$ cat src/rtl/msr_pkg.sv
package msr_pkg;
  typedef enum logic [1:0] {
    WK_SRC = 2'd0,
    WK_SOP = 2'd1,
    WK_DST = 2'd2,
    WK_PAY = 2'd3
  } word_kind_t;
endpackage

$ cat src/rtl/msr_phase.sv
module msr_phase #(
  parameter int MAX_DEST = 4,
  localparam int DCNT_W = $clog2(MAX_DEST + 1),
  localparam int POS_W  = $clog2(MAX_DEST + 3)
) (
  input  logic                       clk,
  input  logic                       rst,
  input  logic                       grant,
  input  logic [DCNT_W-1:0]          dest_count,
  output msr_pkg::word_kind_t        kind
);
  logic [POS_W-1:0] pos;
  logic [POS_W-1:0] hdr_len;

  assign hdr_len = POS_W'(dest_count) + POS_W'(2);

  always_ff @(posedge clk) begin
    if (rst || !grant) pos <= '0;
    else if (pos < hdr_len) pos <= pos + POS_W'(1);
  end

  always_comb begin
    if (pos == POS_W'(0))      kind = msr_pkg::WK_SRC;
    else if (pos == POS_W'(1)) kind = msr_pkg::WK_SOP;
    else if (pos < hdr_len)    kind = msr_pkg::WK_DST;
    else                       kind = msr_pkg::WK_PAY;
  end
endmodule

$ cat src/rtl/msr_match.sv
module msr_match #(
  parameter int ID_W = 4
) (
  input  logic [ID_W-1:0] entry_id,
  input  logic [ID_W-1:0] local_id,
  output logic            hit
);
  localparam logic [ID_W-1:0] BCAST = '1;
  assign hit = (entry_id == local_id) || (entry_id == BCAST);
endmodule

$ cat src/rtl/msr_collect.sv
module msr_collect #(
  parameter int MAX_DEST = 4,
  parameter int OP_W     = 4,
  localparam int OCNT_W  = $clog2(MAX_DEST + 1)
) (
  input  logic                     clk,
  input  logic                     rst,
  input  logic                     grant,
  input  logic                     take,
  input  logic [OP_W-1:0]          op_in,
  output logic                     acquire,
  output logic [MAX_DEST*OP_W-1:0] op_list,
  output logic [OCNT_W-1:0]        op_count
);
  logic room;
  assign room = (op_count < OCNT_W'(MAX_DEST));

  always_ff @(posedge clk) begin
    if (rst || !grant) begin
      acquire  <= 1'b0;
      op_count <= '0;
    end else if (take) begin
      acquire <= 1'b1;
      if (room) op_count <= op_count + OCNT_W'(1);
    end
  end

  for (genvar i = 0; i < MAX_DEST; i++) begin : g_slot
    always_ff @(posedge clk) begin
      if (rst || !grant)
        op_list[i*OP_W +: OP_W] <= '0;
      else if (take && op_count == OCNT_W'(i))
        op_list[i*OP_W +: OP_W] <= op_in;
    end
  end
endmodule

$ cat src/rtl/msr_capture.sv
module msr_capture #(
  parameter int DATA_W = 16,
  parameter int PCNT_W = 8
) (
  input  logic              clk,
  input  logic              rst,
  input  logic              grant,
  input  logic              in_payload,
  input  logic              acquire,
  input  logic [DATA_W-1:0] bus_data,
  output logic              rd_strobe,
  output logic [DATA_W-1:0] rd_data,
  output logic [PCNT_W-1:0] pay_cnt
);
  logic grab;
  assign grab = grant && in_payload && acquire;

  always_ff @(posedge clk) begin
    if (rst) begin
      rd_strobe <= 1'b0;
      rd_data   <= '0;
      pay_cnt   <= '0;
    end else begin
      rd_strobe <= grab;
      if (grab) begin
        rd_data <= bus_data;
        pay_cnt <= pay_cnt + PCNT_W'(1);
      end else if (!grant) begin
        pay_cnt <= '0;
      end
    end
  end
endmodule

$ cat src/rtl/mc_snoop_rx.sv
module mc_snoop_rx #(
  parameter int MAX_DEST = 4,
  parameter int ID_W     = 4,
  parameter int OP_W     = 4,
  parameter int DATA_W   = 16,
  parameter int PCNT_W   = 8,
  localparam int DCNT_W  = $clog2(MAX_DEST + 1),
  localparam int OCNT_W  = $clog2(MAX_DEST + 1)
) (
  input  logic                     clk,
  input  logic                     rst,
  input  logic                     grant,
  input  logic [DATA_W-1:0]        bus_data,
  input  logic [DCNT_W-1:0]        dest_count,
  input  logic [ID_W-1:0]          local_id,
  output logic                     acquire,
  output logic                     rd_strobe,
  output logic [DATA_W-1:0]        rd_data,
  output logic [MAX_DEST*OP_W-1:0] op_list,
  output logic [OCNT_W-1:0]        op_count,
  output logic [PCNT_W-1:0]        pay_cnt
);
  msr_pkg::word_kind_t kind;
  logic [ID_W-1:0] entry_id;
  logic [OP_W-1:0] entry_op;
  logic            hit;
  logic            take;

  assign entry_id = bus_data[OP_W +: ID_W];
  assign entry_op = bus_data[OP_W-1:0];
  assign take     = grant && (kind == msr_pkg::WK_DST) && hit;

  msr_phase #(.MAX_DEST(MAX_DEST)) u_phase (
    .clk(clk), .rst(rst), .grant(grant), .dest_count(dest_count), .kind(kind)
  );

  msr_match #(.ID_W(ID_W)) u_match (
    .entry_id(entry_id), .local_id(local_id), .hit(hit)
  );

  msr_collect #(.MAX_DEST(MAX_DEST), .OP_W(OP_W)) u_collect (
    .clk(clk), .rst(rst), .grant(grant), .take(take), .op_in(entry_op),
    .acquire(acquire), .op_list(op_list), .op_count(op_count)
  );

  msr_capture #(.DATA_W(DATA_W), .PCNT_W(PCNT_W)) u_capture (
    .clk(clk), .rst(rst), .grant(grant), .in_payload(kind == msr_pkg::WK_PAY),
    .acquire(acquire), .bus_data(bus_data),
    .rd_strobe(rd_strobe), .rd_data(rd_data), .pay_cnt(pay_cnt)
  );
endmodule

$ cat config.mk
export PLATFORM = sky130hd
export DESIGN_NAME = mc_snoop_rx
export DESIGN_NICKNAME = d
export VERILOG_FILES = /design/src/rtl/msr_pkg.sv /design/src/rtl/msr_phase.sv /design/src/rtl/msr_match.sv /design/src/rtl/msr_collect.sv /design/src/rtl/msr_capture.sv /design/src/rtl/mc_snoop_rx.sv
export SDC_FILE = /design/constraint.sdc
export NUM_CORES = 1
export LEC_CHECK = 0
export BUFFER_PORTS_ARGS = -buffer_cell sky130_fd_sc_hd__buf_2
export CAP_MARGIN = 20
export CORE_AREA = 2 2 71 73
export CTS_CLUSTER_SIZE = 40
export DETAILED_ROUTE_END_ITERATION = 6
export DIE_AREA = 0 0 73 75
export PLACE_DENSITY = 0.76
export SYNTH_ARGS = -nofsm -noshare
export SYNTH_HDL_FRONTEND = slang
export SYNTH_SLANG_ARGS = --single-unit
$ cat constraint.sdc
create_clock -name clk -period 2.6 [get_ports clk]
set_input_delay 0.26 -clock clk [delete_from_list [all_inputs] [get_ports clk]]
set_output_delay 0.26 -clock clk [all_outputs]
set_load 0.005 [all_outputs]
-- Yosys cells after proc, flatten, opt, wreduce, memory -nomap -nowiden
Index checks and enable logic that the tools add are counted.
- register bits: 48
- input bits: 26
- word-level logic and storage cells: 44
- add/sub/neg operators: 4
- $lt $le $gt $ge: 2
- equal/unequal tests: 9
- multiplexer cells: 5
- reduce and logical (&&, ||, !) cells: 14
- operators by type and width (kind ; count):
    two-way mux 8 bit ; 2
    adder 8 x 1 -> 8 bit, second input constant ; 1
    logical AND 1 bit ; 8
    adder 3 x 1 -> 3 bit, second input constant ; 2
    equality test 3 x 1 -> 1 bit, second input constant ; 2
    equality test 3 x 2 -> 1 bit, second input constant ; 2
    logical NOT 3 bit ; 2
    equality test 2 bit, second input constant ; 2
    equality test 4 bit ; 1
    equality test 4 bit, second input constant ; 1
    two-way mux 2 bit ; 2
    adder 3 x 2 -> 3 bit, second input constant ; 1
    < comparator 3 bit ; 1
    < comparator 3 bit, second input constant ; 1
    logical OR 1 bit ; 2
    inequality test 2 x 1 -> 1 bit, second input constant ; 1
    AND reduction 2 bit ; 1
    logical NOT 1 bit ; 1
    two-way mux 1 bit ; 1

-- Depth between registers and ports, before layout
Gate-level depths: netlist of run 1.
- depth in word-level cells: 9
- mapped depth: 8
- depth with buffers taken out: 6

-- Modules after synthesis
A second synthesis of run 1 with hierarchy kept.
- cells, all modules: 246
- area total of the unflattened synthesis: 2064.5 um2
- modules (own cells, without submodules) (module ; times used ; cells an instance ; area each (um2)):
    msr_capture ; 1 ; 116 ; 945.9
    msr_collect ; 1 ; 95 ; 809.5
    msr_phase ; 1 ; 27 ; 234.0
    msr_match ; 1 ; 6 ; 57.6
    mc_snoop_rx ; 1 ; 2 ; 17.5

-- Least setup slack after synthesis of run 1
No wires, ideal clock.
- path kind: input to register
- start point: input dest_count[1]
- end point: register u_collect.op_list[12]
- arrival: 1784 ps
- required time: 2474 ps
- slack: 690 ps
- stages: 7
- cell sequence: xnor2_1 -> ha_1 -> a21oi_1 -> o21a_1 -> clkbuf_1 -> nand4_1 -> mux2i_1
- cells in the longest elaborated chain, start to end: 9
- ends and longest elaborated chain (item ; RTL line ; text):
    start, declared ; mc_snoop_rx.sv:14 ; input logic [DCNT_W-1:0] dest_count,
    adder 3 x 2 -> 3 bit ; msr_phase.sv:15 ; assign hdr_len = POS_W'(dest_count) + POS_W'(2);
    < comparator 3 bit ; msr_phase.sv:25 ; else if (pos < hdr_len) kind = msr_pkg::WK_DST;
    two-way mux 1 bit ; msr_phase.sv:25 ;
    two-way mux 2 bit ; msr_phase.sv:24 ; else if (pos == POS_W'(1)) kind = msr_pkg::WK_SOP;
    two-way mux 2 bit ; msr_phase.sv:23 ; if (pos == POS_W'(0)) kind = msr_pkg::WK_SRC;
    equality test 2 bit ; mc_snoop_rx.sv:31 ; assign take = grant && (kind == msr_pkg::WK_DST) && hit;
    logical AND 1 bit (2 in a row) ; mc_snoop_rx.sv:31 ;
    logical AND 1 bit ; msr_collect.sv:32 ; else if (take && op_count == OCNT_W'(i))
    end signal, assigned by index ; msr_collect.sv:33 ; op_list[i*OP_W +: OP_W] <= op_in;
    end, declared ; msr_collect.sv:12 ; output logic [MAX_DEST*OP_W-1:0] op_list,
Every way passes these cells.
A chain may end at the register's enable or synchronous reset.

-- Worst setup path in the final report of run 1
- start point: register u_phase.pos[2]
- end point: register u_collect.op_list[14]
- cells in the longest elaborated chain, start to end: 8
- ends and longest elaborated chain (item ; RTL line ; text):
    start, declared ; msr_phase.sv:12 ; logic [POS_W-1:0] pos;
    start signal, assigned ; msr_phase.sv:19 ; else if (pos < hdr_len) pos <= pos + POS_W'(1);
    < comparator 3 bit ; msr_phase.sv:25 ;
    two-way mux 1 bit ; msr_phase.sv:25 ;
    two-way mux 2 bit ; msr_phase.sv:24 ;
    two-way mux 2 bit (*) ; msr_phase.sv:23 ;
    equality test 2 bit (*) ; mc_snoop_rx.sv:31 ;
    logical AND 1 bit (*) (2 in a row) ; mc_snoop_rx.sv:31 ;
    logical AND 1 bit (*) ; msr_collect.sv:32 ;
Mark *: on every way between the ends. The rest lies on a longest branch, timed or not.

==> results of run 1 <==
[final cells by class]
| class | instances | area, µm² | share of cell area [%] |
|---|---|---|---|
| clock buffers | 7 | 96.3 | 3.45 |
| clock inverters | 1 | 30.0 | 1.08 |
| inverters | 6 | 22.5 | 0.806 |
| multi-input cells | 176 | 1200 | 43.1 |
| flip-flops and latches | 48 | 961 | 34.4 |
| well taps | 54 | 67.6 | 2.42 |
| repair buffers | 78 | 410 | 14.7 |
[worst min-delay path, delay by kind of cell]
kind | cells | cell delay [ns]
simple gates | 1 | 0.06
compound gates | 1 | 0.05
buf+inv | 1 | 0.09
[through the flow]
step / area (µm²) / setup slack [ns] / power [mW] / cells
3_3_place_gp: 2670 / 0.570 / 0.883 / 362
6_report: 2790 / 0.601 / 1.46 / 370
3_5_place_dp: 2670 / 0.460 / 0.884 / 362
2_1_floorplan: 2250 / 0.690 / 0.833 / 248
5_1_grt: 2790 / 0.446 / 1.51 / 370
4_1_cts: 2790 / 0.617 / 1.47 / 370
[path summary, 6_finish.rpt]
| path | start | endpoint | slack, ns | depth (start not counted) |
|---|---|---|---|---|
| setup / recovery | u_phase.pos[2]$_SDFFE_PP0N_ | u_collect.op_list[14]$_SDFFE_PP0P_ | 0.60 | 6 |
| hold / removal | bus_data[11] | u_capture.rd_data[11]$_SDFFE_PP0P_ | 0.20 | 3 |
| setup reg to reg | u_phase.pos[2]$_SDFFE_PP0N_ | u_collect.op_list[14]$_SDFFE_PP0P_ | 0.60 | 6 |
| hold reg to reg | u_collect.op_list[11]$_SDFFE_PP0P_ | u_collect.op_list[11]$_SDFFE_PP0P_ | 0.46 | 2 |
[state kept, by name, indices dropped and copies added (netlist names)]
register	cells
u_phase.pos	3
u_collect.op_count	3
u_capture.rd_data	16
u_collect.op_list	16
u_capture.rd_strobe	1
u_capture.pay_cnt	8
u_collect.acquire	1
[power groups by stage]
stage                     Sequential (mW)  Combinational [mW]  Clock, mW
after detailed placement            0.757               0.127          0
after global routing                0.740               0.141      0.624
after global placement              0.757               0.126          0
after CTS                           0.740               0.128      0.599
after floorplan                     0.756              0.0766          0
final                               0.740               0.128      0.588
[Yosys cell counts (all sizes together), types with 4 or more instances]
cell type	instances
xor2	5
dfxtp	48
nand3	5
mux2i	20
nand4	21
nor4	4
a21oi	24
clkbuf	16
nor2b	4
nand2	36
inv	5
ha	11
o31ai	20
[metal layers]
metal  track usage [%]  up-vias  share of wire [%]
met1              24.6      975                 45
met2              34.8       53                 48
met4              8.64        0                2.3
met3              4.42       10                5.2
met5                 0        -                  0
li1                  -     1035                  -
[kinds of logic after synthesis]
group                    count (synthesis)  synth area share [%]
AO/OA/AOI/OAI                           54                  15.6
XOR/XNOR                                 7                  2.73
adder cells (fa/ha/maj)                 11                  6.12
buffers and inverters                   24                  4.00
flip-flops                              48                  42.7
multiplexers                            20                  8.90
AND/OR/NAND/NOR                         84                  19.9
==> impl_results.md, run 1 <==
* Outcome: finished, final reports clean
* Final Hold Slack at 0.202 ns
* Diode count at 0
* Root buf cell: clkbuf_8
* Post-synthesis net count at 285
* CP arrival at 2.18 ns
* Part of the power in registers at 50.8%
* Pin count of the biggest net entering global routing at 22
* Final setup violation count at 0
* Crit Path Category: flip-flop to flip-flop
* Worst-Margin Slew at 0.598 ns
* Worst path required time at 2.78 ns
* Pwr dens at 521 nW/µm²
* Global route overflow at 0
* Vias in the first global route at 1953
* Ys Warns at 0
* Cells along the critical path: ha_1, a21oi_1, o21a_1, buf_4, nand4_1, mux2i_1
* # IOs at 71
* Synthesized cell area at 2250 µm²
* Die height at 75 µm
* Worst VDD drop at 0.000359 V
* Clock Sinks at 48
* Initial DRC count at 129
* Core box area at 4660 µm²
* Delay-heaviest family, CP: compound AO/OA/AOI/OAI gates
* RSZ-0062 raised after global routing: no
* Post-synth EDFFs at 0
* Detailed-route via count at 2073
* Internal at 1.12 mW
* GRT Total Usage at 20.3%
* Clock transition at the registers of the reported paths at 0.09 ns
* Final period utilization at 76.9%
* CTS max path bufs at 2
* Via/cell ratio at 5.60
* Drt wl/cell at 14.4 µm
* Die ar. at 5480 µm²
* CP Capture Type: flip-flop
* CP max stage delay at 0.35 ns
* Hold Crit Class: primary input to flip-flop
* CP Launch Type: flip-flop
* Drt drc at 0
* Syn avg cell area at 9.07 µm²
* Slowest cell on the critical path: dfxtp_1
* Area grow syn2layout at 24.1%
* Sequential element share of the synthesized area at 42.7%
* Fin Setup TNS at 0 ns
* Die X at 73 µm
* # fillers at 408
* Share of power burned in the clock network at 40.4%
* CTS tree: done
* Synth Flop Type: dfxtp_1
* Fin. max-slew vios at 0
* Finished Core Util at 59.9%
* H-tree level count at 2
* Top cell type by total area after synthesis: dfxtp_1
* Top cells by area, synth: dfxtp_1 (43%), mux2i_1 (8.9%), o31ai_1 (6.7%)
* Nets at 352
* Cts bufs inserted at 5
* Sw Ratio at 23.1%
* GPL Wtd Cong at 0.742
* Commonest non-fill, non-tap cell in the layout: buf_2
* Clock skew at 0.00477 ns
* Worst-Skew Late Latency at 0.30 ns
* PortBufs at 70
* Asr flop ratio synth at 0%
* Final Hold Violating Endpoints at 0
* Max Cap Viol at 0
* Leakage Power at 1.23 nW
* Top-area cell type share of the netlist area at 42.7%
* Initial antenna violation count at 0
* Post_cts resized at 0
* Drt pass-1 iters at 4
* HPWL Detailed at 3810 µm
* Detail Route Antenna Nets at 0
* Psw at 337 µW
* Postcts setup bufs at 0
* Rel. slew slack at 60.0%
* Fraction of power consumed by combinational cells at 8.8%
* CP Buf/Inv Count at 1
* Row Count at 25
* Most frequent cells in the layout: buf_2 (70), dfxtp_1 (48), nand2_1 (36), a21oi_1 (24), nand4_1 (21)
* First-pass GRT wire length at 8670 µm
* Cell count after synthesis at 248
* Initial Util at 48.3%
* Final wirelength at 5340 µm
* Fmax at 500 MHz
* Cell variety after synth at 34
* Layout cells sized above 1 at 28.8%
* Post-CTS Hold Buffers at 0
* Fin crit period at 2.00 ns
* Synth Register Bits at 48
* Crit Path Max Fanout at 21
Power figures use the tool's default switching activity.
==> run 2, diff against run 1 <==
Clock period 2.6 ns to 2.1 ns, I/O delays scaled along.
==> impl_results.md, run 2 (synthesized netlist as in run 1, its figures left out) <==
* GPL Wtd Cong at 0.769 (+3.6%)
* Crit Path Max Fanout at 11 (-48%)
* Die height at 75 µm (unchanged)
* Area grow syn2layout at 24.3%
* Initial DRC count at 141 (+9.3%)
* Via/cell ratio at 5.51 (-1.7%)
* PortBufs at 70 (unchanged)
* GRT Total Usage at 19.1% (-1.1 points)
* Worst path required time at 2.33 ns (-0.45 ns)
* Worst VDD drop at 0.000323 V (-10%)
* Final wirelength at 5200 µm (-2.7%)
* CP Capture Type: flip-flop
* Detail Route Antenna Nets at 0 (unchanged)
* Root buf cell: clkbuf_8
* Initial antenna violation count at 0 (unchanged)
* Postcts setup bufs at 0 (unchanged)
* Worst-Skew Late Latency at 0.30 ns (about the same)
* Fin cells at 374 (+1.1%)
* Pwr dens at 594 nW/µm² (+14%)
* CTS max path bufs at 2 (unchanged)
* First-pass GRT wire length at 8200 µm (-5.4%)
* Diode count at 0 (unchanged)
* Post-CTS Hold Buffers at 0 (unchanged)
* Fin. max-slew vios at 0 (unchanged)
* Core box area at 4660 µm² (unchanged)
* Post_cts resized at 0 (unchanged)
* RSZ-0062 raised after global routing: no
* Worst R2R Path Depth at 6 (unchanged)
* Drt pass-1 iters at 4 (unchanged)
* R2R Setup Slk at 0.13 ns (-0.47 ns)
* Fin Setup TNS at 0 ns (unchanged)
* Most frequent cells in the layout: buf_2 (70), dfxtp_1 (48), nand2_1 (35), a21oi_1 (24), nand4_1 (21)
* Die ar. at 5480 µm² (unchanged)
* Placed instance area at 2700 µm² (+1.1%)
* Drt wl/cell at 13.9 µm (-3.7%)
* Leakage Power at 1.23 nW (-0.24%)
* Finished Core Util at 60.0% (+0.080 points)
* Rel. slew slack at 67.6% (+7.6 points)
* Post-route cell area at 2800 µm² (+0.13%)
* Outcome: finished, final reports clean
* Pin count of the biggest net entering global routing at 31 (+41%)
* CP Launch Type: flip-flop
* Hold depth at 3 (unchanged)
* # IOs at 71 (unchanged)
* Placed cell count at 366 (+1.1%)
* Die X at 73 µm (unchanged)
* Detailed-route via count at 2060 (-0.63%)
* Fin crit period at 1.97 ns (-0.0291 ns)
* Fmax at 508 MHz (+1.5%)
* Hold Crit Class: primary input to flip-flop
* Commonest non-fill, non-tap cell in the layout: buf_2
* Row Count at 25 (unchanged)
* Initial Util at 48.3% (unchanged)
* Worst-Margin Slew at 0.481 ns (-0.117 ns)
* CP arrival at 2.20 ns (+0.02 ns)
* Vias in the first global route at 1786 (-8.6%)
* CTS tree: done
* Clock transition at the registers of the reported paths at 0.09 ns (about the same)
* Global route overflow at 0 (unchanged)
* Layout cells sized above 1 at 30.0% (+1.2 points)
* Final setup violation count at 0 (unchanged)
* Registers with the most flip-flops: u_capture.rd_data x16, u_collect.op_list x16, u_capture.pay_cnt x8
* Clock Sinks at 48 (unchanged)
* HPWL Detailed at 3800 µm (-0.39%)
* Cts bufs inserted at 5 (unchanged)
* H-tree level count at 2 (unchanged)
* Crit Path Category: flip-flop to flip-flop
* Final period utilization at 93.8% (+17 points)
* Max Cap Viol at 0 (unchanged)
* Drt drc at 0 (unchanged)
* Final Hold Violating Endpoints at 0 (unchanged)
* Clock skew at 0.00851 ns (+0.00374 ns)
* Nets at 356 (+1.1%)
## run 2: worst paths after layout
check	to	start
setup / recovery	u_capture.pay_cnt[3]$_SDFFE_PP0P_	u_phase.pos[0]$_SDFFE_PP0N_
hold / removal	u_capture.rd_data[11]$_SDFFE_PP0P_	bus_data[11]
setup reg to reg	u_capture.pay_cnt[3]$_SDFFE_PP0P_	u_phase.pos[0]$_SDFFE_PP0N_
hold reg to reg	u_collect.op_list[0]$_SDFFE_PP0P_	u_collect.op_list[0]$_SDFFE_PP0P_
## run 2: per-layer routing
| layer | global-route usage (%) | vias up | wire length, µm |
|---|---|---|---|
| met4 | 6.58 | 0 | 67 |
| met5 | 0 | - | 0 |
| met2 | 30.3 | 63 | 2410 |
| li1 | - | 1050 | - |
| met3 | 4.55 | 6 | 266 |
| met1 | 25.7 | 941 | 2460 |
## run 2: power by group
part | internal, mW | total, mW | switching, mW
sequential | 0.912 | 0.916 | 0.00396
combinational | 0.0571 | 0.166 | 0.109
clock | 0.267 | 0.580 | 0.313
## run 2: final cells by class
| class | count | area [µm²] |
|---|---|---|
| Clock buffer | 6 | 82.6 |
| Inverter | 6 | 22.5 |
| Sequential cell | 48 | 961 |
| Clock inverter | 2 | 15.0 |
| Timing Repair Buffer | 82 | 440 |
| Tap cell | 54 | 67.6 |
| Fill cell | 410 | 1860 |
| Multi-Input combinational cell | 176 | 1210 |
## run 2: metrics by stage
step	worst slack, ns	power (mW)	hold slack, ns
3_5_place_dp	0.0463	1.10	0.449
4_1_cts	0.0582	1.67	0.156
2_1_floorplan	0.230	1.03	0.360
3_3_place_gp	0.118	1.10	0.441
5_1_grt	0.0160	1.73	0.168
6_report	0.130	1.66	0.161
## run 2: worst max-delay path, cell delays in order, from the launching register on
cell      delay, ns
dfxtp_1        0.43
inv_1          0.08
ha_1           0.21
o21bai_1       0.30
nand2_2        0.20
or4_1          0.51
a21oi_1        0.17
